--- config.mk ---
export PLATFORM = sky130hd
export DESIGN_NAME = dll_lock_ctrl
export DESIGN_NICKNAME = d
export VERILOG_FILES = /design/src/rtl/dll_lock_pkg.sv /design/src/rtl/dll_ref_sync.sv /design/src/rtl/dll_step_cand.sv /design/src/rtl/dll_alt_run.sv /design/src/rtl/dll_lock_ctrl.sv
export SDC_FILE = /design/constraint.sdc
export NUM_CORES = 2
export LEC_CHECK = 0
export BUFFER_PORTS_ARGS = -buffer_cell sky130_fd_sc_hd__buf_2
export CORE_AREA = 2 2 276 332
export CTS_BUF_LIST = sky130_fd_sc_hd__clkbuf_8
export DETAILED_ROUTE_END_ITERATION = 8
export DIE_AREA = 0 0 278 334
export HOLD_SLACK_MARGIN = 0.06
export PLACE_DENSITY = 0.57
export SYNTH_ARGS = -nofsm -noshare
export SYNTH_HDL_FRONTEND = slang
export SYNTH_SLANG_ARGS = --single-unit
export TNS_END_PERCENT = 1
--- constraint.sdc ---
create_clock -name clk -period 5.2 [get_ports clk]
set_input_delay 0.78 -clock clk [delete_from_list [all_inputs] [get_ports clk]]
set_output_delay 0.78 -clock clk [all_outputs]
set_load 0.05 [all_outputs]
--- src/rtl/dll_lock_pkg.sv ---
package dll_lock_pkg;
  localparam int CODE_W = 24;
  // fine fields occupy bits 11:0, coarse fields start at bit 12
  localparam int FINE_W = 12;
  localparam logic [CODE_W-1:0] CODE_MAX    = '1;
  localparam logic [CODE_W-1:0] COARSE_UNIT = CODE_W'(1) << FINE_W;
  localparam logic [CODE_W-1:0] SEARCH_SPAN = CODE_W'(1) << (FINE_W - 1);

  typedef enum logic [2:0] {
    M_MAP    = 3'd0,
    M_COARSE = 3'd1,
    M_SEARCH = 3'd2,
    M_FINE   = 3'd3,
    M_LOCK   = 3'd4
  } tune_mode_e;

  function automatic logic [CODE_W-1:0] code_plus(logic [CODE_W-1:0] c,
                                                  logic [CODE_W-1:0] d);
    logic [CODE_W:0] s;
    s = {1'b0, c} + {1'b0, d};
    return s[CODE_W] ? CODE_MAX : s[CODE_W-1:0];
  endfunction

  function automatic logic [CODE_W-1:0] code_minus(logic [CODE_W-1:0] c,
                                                   logic [CODE_W-1:0] d);
    return (d > c) ? '0 : (c - d);
  endfunction

  function automatic logic [CODE_W-1:0] code_clip(logic [63:0] v);
    return (v > 64'(CODE_MAX)) ? CODE_MAX : v[CODE_W-1:0];
  endfunction
endpackage

--- src/rtl/dll_ref_sync.sv ---
module dll_ref_sync #(
  parameter int EDGES = 2
) (
  input  logic clk,
  input  logic rst_n,
  input  logic ref_clk_i,
  output logic fire_o
);
  localparam int CW = $clog2(EDGES + 1);

  logic [2:0]    pipe_q;
  logic [CW-1:0] cnt_q;
  logic          rise;

  // two synchronising flops, a third for the edge detector
  always_ff @(posedge clk or negedge rst_n) begin
    if (!rst_n) pipe_q <= '0;
    else        pipe_q <= {pipe_q[1:0], ref_clk_i};
  end

  assign rise   = pipe_q[1] & ~pipe_q[2];
  assign fire_o = rise && (cnt_q == CW'(EDGES - 1));

  always_ff @(posedge clk or negedge rst_n) begin
    if (!rst_n)      cnt_q <= '0;
    else if (fire_o) cnt_q <= '0;
    else if (rise)   cnt_q <= cnt_q + CW'(1);
  end
endmodule

--- src/rtl/dll_step_cand.sv ---
module dll_step_cand
  import dll_lock_pkg::*;
(
  input  logic                   clk,
  input  logic                   rst_n,
  input  logic [CODE_W-1:0]      code_i,
  input  logic [CODE_W-1:0]      step_i,
  output logic [2:0][CODE_W-1:0] up_o,
  output logic [2:0][CODE_W-1:0] dn_o
);
  // slot 0: coarse unit, slot 1: search entry span, slot 2: current step
  logic [2:0][CODE_W-1:0] unit_w;
  assign unit_w[0] = COARSE_UNIT;
  assign unit_w[1] = SEARCH_SPAN;
  assign unit_w[2] = step_i;

  for (genvar k = 0; k < 3; k++) begin : g_slot
    always_ff @(posedge clk or negedge rst_n) begin
      if (!rst_n) begin
        up_o[k] <= '0;
        dn_o[k] <= '0;
      end else begin
        up_o[k] <= code_plus(code_i, unit_w[k]);
        dn_o[k] <= code_minus(code_i, unit_w[k]);
      end
    end
  end
endmodule

--- src/rtl/dll_alt_run.sv ---
module dll_alt_run #(
  parameter int PAIRS = 4
) (
  input  logic clk,
  input  logic rst_n,
  input  logic clear_i,
  input  logic valid_i,
  input  logic lead_i,
  output logic done_o
);
  localparam int RUN = 2 * PAIRS;
  localparam int CW  = $clog2(RUN + 1);

  logic [CW-1:0] n_q;
  logic          want_lead;
  logic          match;

  assign want_lead = ~n_q[0];
  assign match     = (lead_i == want_lead);
  assign done_o    = valid_i && match && (n_q == CW'(RUN - 1));

  always_ff @(posedge clk or negedge rst_n) begin
    if (!rst_n)       n_q <= '0;
    else if (clear_i) n_q <= '0;
    else if (valid_i) begin
      if (!match)      n_q <= lead_i ? CW'(1) : '0;
      else if (done_o) n_q <= '0;
      else             n_q <= n_q + CW'(1);
    end
  end
endmodule

--- src/rtl/dll_lock_ctrl.sv ---
module dll_lock_ctrl
  import dll_lock_pkg::*;
#(
  parameter int TDC_W      = 16,
  parameter int RATIO_W    = 20,
  parameter int RATIO_FRAC = 4,
  parameter int FINE_TH    = 10,
  parameter int REMAP_TH   = 80,
  parameter int LOCK_PAIRS = 4,
  parameter int WAIT_EDGES = 2
) (
  input  logic               clk,
  input  logic               rst_n,
  input  logic               ref_clk_i,
  input  logic               lead_i,
  input  logic [TDC_W-1:0]   period_cnt_i,
  input  logic [TDC_W-1:0]   err_cnt_i,
  input  logic [RATIO_W-1:0] ratio_i,
  output logic [CODE_W-1:0]  code_o,
  output logic               locked_o
);
  localparam int PROD_W = TDC_W + RATIO_W;

  function automatic logic [CODE_W-1:0] tdc_to_code(logic [TDC_W-1:0] n,
                                                    logic [RATIO_W-1:0] r);
    logic [PROD_W-1:0] p;
    p = PROD_W'(n) * PROD_W'(r);
    return code_clip(64'(p >> RATIO_FRAC));
  endfunction

  tune_mode_e        mode_q, mode_d;
  logic [CODE_W-1:0] code_q, code_d;
  logic [CODE_W-1:0] step_q, step_d;
  logic              locked_q, locked_d;

  // named events, also observed by the checker
  logic fire, move_up, move_dn, in_fine, enter_fine, run_done, run_clear, run_valid;
  logic coarse_act, tune_write;
  logic err_low, err_high, err_big;
  logic [2:0][CODE_W-1:0] cand_up, cand_dn;
  logic [CODE_W-1:0] corr, remap_code, coarse_code, entry_code, step_code;

  dll_ref_sync #(.EDGES(WAIT_EDGES)) u_sync (
    .clk(clk), .rst_n(rst_n), .ref_clk_i(ref_clk_i), .fire_o(fire)
  );

  dll_step_cand u_cand (
    .clk(clk), .rst_n(rst_n), .code_i(code_q), .step_i(step_q),
    .up_o(cand_up), .dn_o(cand_dn)
  );

  dll_alt_run #(.PAIRS(LOCK_PAIRS)) u_run (
    .clk(clk), .rst_n(rst_n), .clear_i(run_clear), .valid_i(run_valid),
    .lead_i(lead_i), .done_o(run_done)
  );

  assign err_low  = err_cnt_i < TDC_W'(FINE_TH);
  assign err_high = err_cnt_i > TDC_W'(FINE_TH);
  assign err_big  = err_cnt_i > TDC_W'(REMAP_TH);
  assign in_fine  = (mode_q == M_FINE);

  assign corr        = tdc_to_code(err_cnt_i, ratio_i);
  assign remap_code  = lead_i ? code_plus(code_q, corr) : code_minus(code_q, corr);
  assign coarse_code = lead_i ? cand_up[0] : cand_dn[0];
  assign entry_code  = lead_i ? cand_up[1] : cand_dn[1];
  assign step_code   = lead_i ? cand_up[2] : cand_dn[2];

  assign run_valid = fire && in_fine && !err_high;
  assign run_clear = fire && (mode_q == M_SEARCH) && !err_high && (step_q == CODE_W'(1));

  always_comb begin
    mode_d     = mode_q;
    code_d     = code_q;
    step_d     = step_q;
    locked_d   = locked_q;
    coarse_act = 1'b0;
    enter_fine = 1'b0;
    tune_write = 1'b0;
    if (fire) begin
      unique case (mode_q)
        M_MAP: begin
          code_d = tdc_to_code(period_cnt_i, ratio_i);
          mode_d = M_COARSE;
        end
        M_COARSE: coarse_act = 1'b1;
        M_SEARCH: begin
          if (err_high) coarse_act = 1'b1;
          else begin
            tune_write = 1'b1;
            code_d     = step_code;
            if (step_q == CODE_W'(1)) mode_d = M_FINE;
            else                      step_d = step_q >> 1;
          end
        end
        M_FINE: begin
          if (err_high) coarse_act = 1'b1;
          else if (run_done) begin
            mode_d   = M_LOCK;
            locked_d = 1'b1;
          end else begin
            tune_write = 1'b1;
            code_d     = step_code;
          end
        end
        M_LOCK: begin
          if (err_high) coarse_act = 1'b1;
        end
        default: mode_d = M_MAP;
      endcase
    end
    if (coarse_act) begin
      tune_write = 1'b1;
      locked_d   = 1'b0;
      if (err_low) begin
        enter_fine = 1'b1;
        code_d     = entry_code;
        step_d     = SEARCH_SPAN >> 1;
        mode_d     = M_SEARCH;
      end else begin
        mode_d = M_COARSE;
        code_d = err_big ? remap_code : coarse_code;
      end
    end
  end

  assign move_up = tune_write && lead_i;
  assign move_dn = tune_write && !lead_i;

  always_ff @(posedge clk or negedge rst_n) begin
    if (!rst_n) begin
      mode_q   <= M_MAP;
      code_q   <= '0;
      step_q   <= '0;
      locked_q <= 1'b0;
    end else begin
      mode_q   <= mode_d;
      code_q   <= code_d;
      step_q   <= step_d;
      locked_q <= locked_d;
    end
  end

  assign code_o   = code_q;
  assign locked_o = locked_q;
endmodule

==> impl_metrics.toml <==
[timing]
period_share_pct = 173
relSlewSlack_pct = 29.5
setup_ws_ns = -3.81
min_period_ns = 9.01
timing.fmax_ghz = 0.111
worst_pin_slew_ns = 1.05
final_hold_viol_count = 0
fin_worst_skew_ns = 0.0356
drv_slew = 0
setup_viol = 24
final.setup.tns_ns = -88.88
rsz0062_at_grt = "yes"
holdWs_ns = 0.246

[grt]
grt_pass1_vias = 31300
grt_max_degree = 125
grt-ovfl-total = 0
antenna_found_initial = 2
grt_pass1_wl_um = 173000
grt_use_total_pct = 23.3

[synthesis]
ys_seq_elements = 205
synth_edf_count = 0
syn_nets = 5035
synth.cell_area_um2 = 35600
syn_inst = 4160
yosysSeqAreaShare_pct = 14.4
synth.distinct_cells = 92
yosys_warnings = 0
synthFlopType = "dfrtp_1"
async_flop_share_pct = 100
avgSynthCellArea_um2 = 8.56

[drt]
top_layer = "met4"
postRouteAntennaNets = 0
drtIter0Drc = 1789
drcViolationCount = 0
via_count = 29800
wl_per_cell_um = 18.2
finalWirelength_um = 105000
dr.pass1.iters = 5
wl_met3_um = 4700
wl_met1_um = 47000
dr_wl_met2_um = 50800
drt-vias-per-instance = 5.13

[min_path]
hold_path.class = "input pin to asynchronous set/reset pin"

[floorplan]
core_area_um2 = 90100
die_area_um2 = 92900
pin_count = 81
num_rows = 121
die_y_um = 334
die_w_um = 278
start_util_pct = 39.5

[critical_path]
cpMaxStageDelayCell = "fa_1"
slowest_delay_ns = 0.58
crit_path_start_kind = "input pin"
arrival_ns = 9.47
critical_path_class = "input pin to flip-flop"
crit_required_ns = 5.66
crit_fanout = 11
endpoint_kind = "flip-flop"

[flow_run]
drv_cap = 0

[layout]
syn2layout_area_growth_pct = 17.8
final_area_um2 = 41900
fin_nets = 5484
drive_gt1_share_pct = 17.9

[clock_tree]
clk_path_buf_depth = 3
cts_sinks = 205
cts_buffers = 31
clkLatencyLatePin_ns = 0.61
cts_tree = "done"
htreeDepth = 1
clockRootBuffer = "clkbuf_8"
clk_pin_slew_ns = 0.07
hold_buffers = 0

[place]
gp_congestion = 0.924
dpl_cell_area_um2 = 41100
post-dp-hpwl_um = 87500
io_buffers = 80

[run_status]
violations = "setup timing"
status = "complete, but fails checks"
## timing repair
action / in CTS / in global routing
setup endpoints to repair: 24 / 24
gates resized for setup: 49 / 15
buffers inserted: 5 / 0
pin swaps: 22 / 4
cloned: 1 / 0
## final cells by class
| class | instances | area (um^2) |
|---|---|---|
| diodes | 2 | 5.00 |
| multi-input cells | 3064 | 27400 |
| flip-flops and latches | 205 | 5130 |
| inverters | 651 | 2440 |
| clock buffers | 40 | 551 |
| well taps | 1168 | 1460 |
| fillers | 8909 | 48100 |
| repair buffers | 656 | 4910 |
| clock inverters | 13 | 90.1 |
## per-layer routing
layer	global-route usage [%]	up-vias
met1	31.8	14700
met5	0	-
met4	6.11	0
li1	-	14200
met2	39.8	752
met3	1.89	127
## cell usage after synthesis, types with 9 or more instances
library cell / instances / area (um^2)
buf_1: 11 / 41.3
nand2_1: 540 / 2030
fa_1: 504 / 10100
and2_1: 270 / 1690
a21o_1: 40 / 300
xor2_1: 47 / 412
nand3_1: 46 / 230
nor3_1: 52 / 260
o21bai_1: 32 / 240
xnor2_1: 104 / 911
or4_1: 9 / 67.6
nand2b_1: 47 / 294
o21ai_0: 112 / 561
a31oi_1: 23 / 144
clkbuf_1: 205 / 769
mux2_2: 25 / 282
nor2b_1: 28 / 175
or2_1: 18 / 113
inv_1: 648 / 2430
nand4_1: 28 / 175
mux2i_1: 78 / 781
ha_1: 315 / 3940
nor4_1: 16 / 100
o31ai_1: 17 / 128
a221o_1: 9 / 90.1
o211ai_1: 15 / 113
a211oi_1: 20 / 150
a21oi_1: 212 / 1060
o22ai_1: 22 / 138
o221ai_1: 16 / 140
dfrtp_1: 205 / 5130
o21a_1: 16 / 120
buf_2: 20 / 100
and3_1: 17 / 106
and4_1: 10 / 87.6
or3_1: 17 / 106
or2_2: 12 / 75.1
nor2_1: 228 / 856
## logic make-up after synthesis
| family | count (synthesis) | share of synthesized area (%) |
|---|---|---|
| adder cells (fa/ha/maj) | 819 | 39.4 |
| multiplexers | 103 | 2.98 |
| flip-flops | 205 | 14.4 |
| XOR/XNOR | 151 | 3.72 |
| buffers and inverters | 891 | 9.54 |
| AO/OA/AOI/OAI | 625 | 11.3 |
| AND/OR/NAND/NOR | 1366 | 18.6 |
## final timing paths
| kind | start | depth (start not counted) | end | slack (ns) |
|---|---|---|---|---|
| worst max-delay path | err_cnt_i[3] | 39 | code_o[18] | -3.81 |
| worst min-delay path | rst_n | 1 | step_q[3] | 0.25 |
| worst max register to register | code_o[1] | 13 | u_cand.up_o[57] | 1.09 |
| worst min register to register | u_sync.pipe_q[0] | 0 | u_sync.pipe_q[1] | 0.35 |
| max in group asynchronous | rst_n | 2 | u_cand.up_o[52] | 3.86 |
| min in group clk | ref_clk_i | 1 | u_sync.pipe_q[0] | 0.28 |
## metrics by stage
stage                     std cells  util, %  worst slack [ns]
after floorplan                4160        -             -4.04
after global placement         5738     45.6             -4.57
after detailed placement       5738     45.6             -4.61
after CTS                      5797     46.5             -3.74
after global routing           5799     46.6             -4.17
final                          5799     46.6             -3.81
## flip-flops by register name, summed over array words and instances, names as in the netlist
signal / count
code_o: 24
u_cand.up_o: 72
step_q: 24
mode_q: 3
u_cand.dn_o: 72
u_run.n_q: 4
locked_o: 1
u_sync.pipe_q: 3
u_sync.cnt_q: 2
## critical path, delay by kind of cell
kind,cells,cell delay (ns)
adders and majority gates,9,3.60
and+or+nand+nor,10,2.00
AOI/OAI and AO/OA,10,1.84
buffers and inverters,9,1.13
xor gates and xnor gates,1,0.12
## placed cells by master (no fill, tap or decap), types with 11 or more instances in the layout
| cell type | synthesis | routed |
|---|---|---|
| buf_4 | 1 | 583 |
| and2_1 | 270 | 265 |
| o221ai_1 | 16 | 11 |
| a31oi_1 | 23 | 23 |
| or2_2 | 12 | 12 |
| nor2_1 | 228 | 227 |
| a21o_1 | 40 | 40 |
| fa_1 | 504 | 497 |
| ha_1 | 315 | 309 |
| nor4_1 | 16 | 15 |
| mux2i_1 | 78 | 78 |
| nand4_1 | 28 | 28 |
| inv_1 | 648 | 652 |
| mux2_2 | 25 | 25 |
| o22ai_1 | 22 | 21 |
| nand2_1 | 540 | 540 |
| o21ai_0 | 112 | 103 |
| nand3_1 | 46 | 44 |
| o211ai_1 | 15 | 15 |
| a21oi_1 | 212 | 203 |
| or3_1 | 17 | 17 |
| xor2_1 | 47 | 47 |
| nor2b_1 | 28 | 27 |
| o21a_1 | 16 | 14 |
| xnor2_1 | 104 | 104 |
| o31ai_1 | 17 | 17 |
| dfrtp_1 | 205 | 205 |
| a211oi_1 | 20 | 18 |
| o21ai_1 | 5 | 14 |
| nand2b_1 | 47 | 47 |
| buf_2 | 20 | 59 |
| or2_1 | 18 | 18 |
| nor3_1 | 52 | 49 |
| o21bai_1 | 32 | 32 |
| clkbuf_8 | 0 | 41 |
| and3_1 | 17 | 16 |
Power is left out: the tool's default activity adds up to more than one toggle a clock period on the data nets, which glitch-free logic cannot reach.
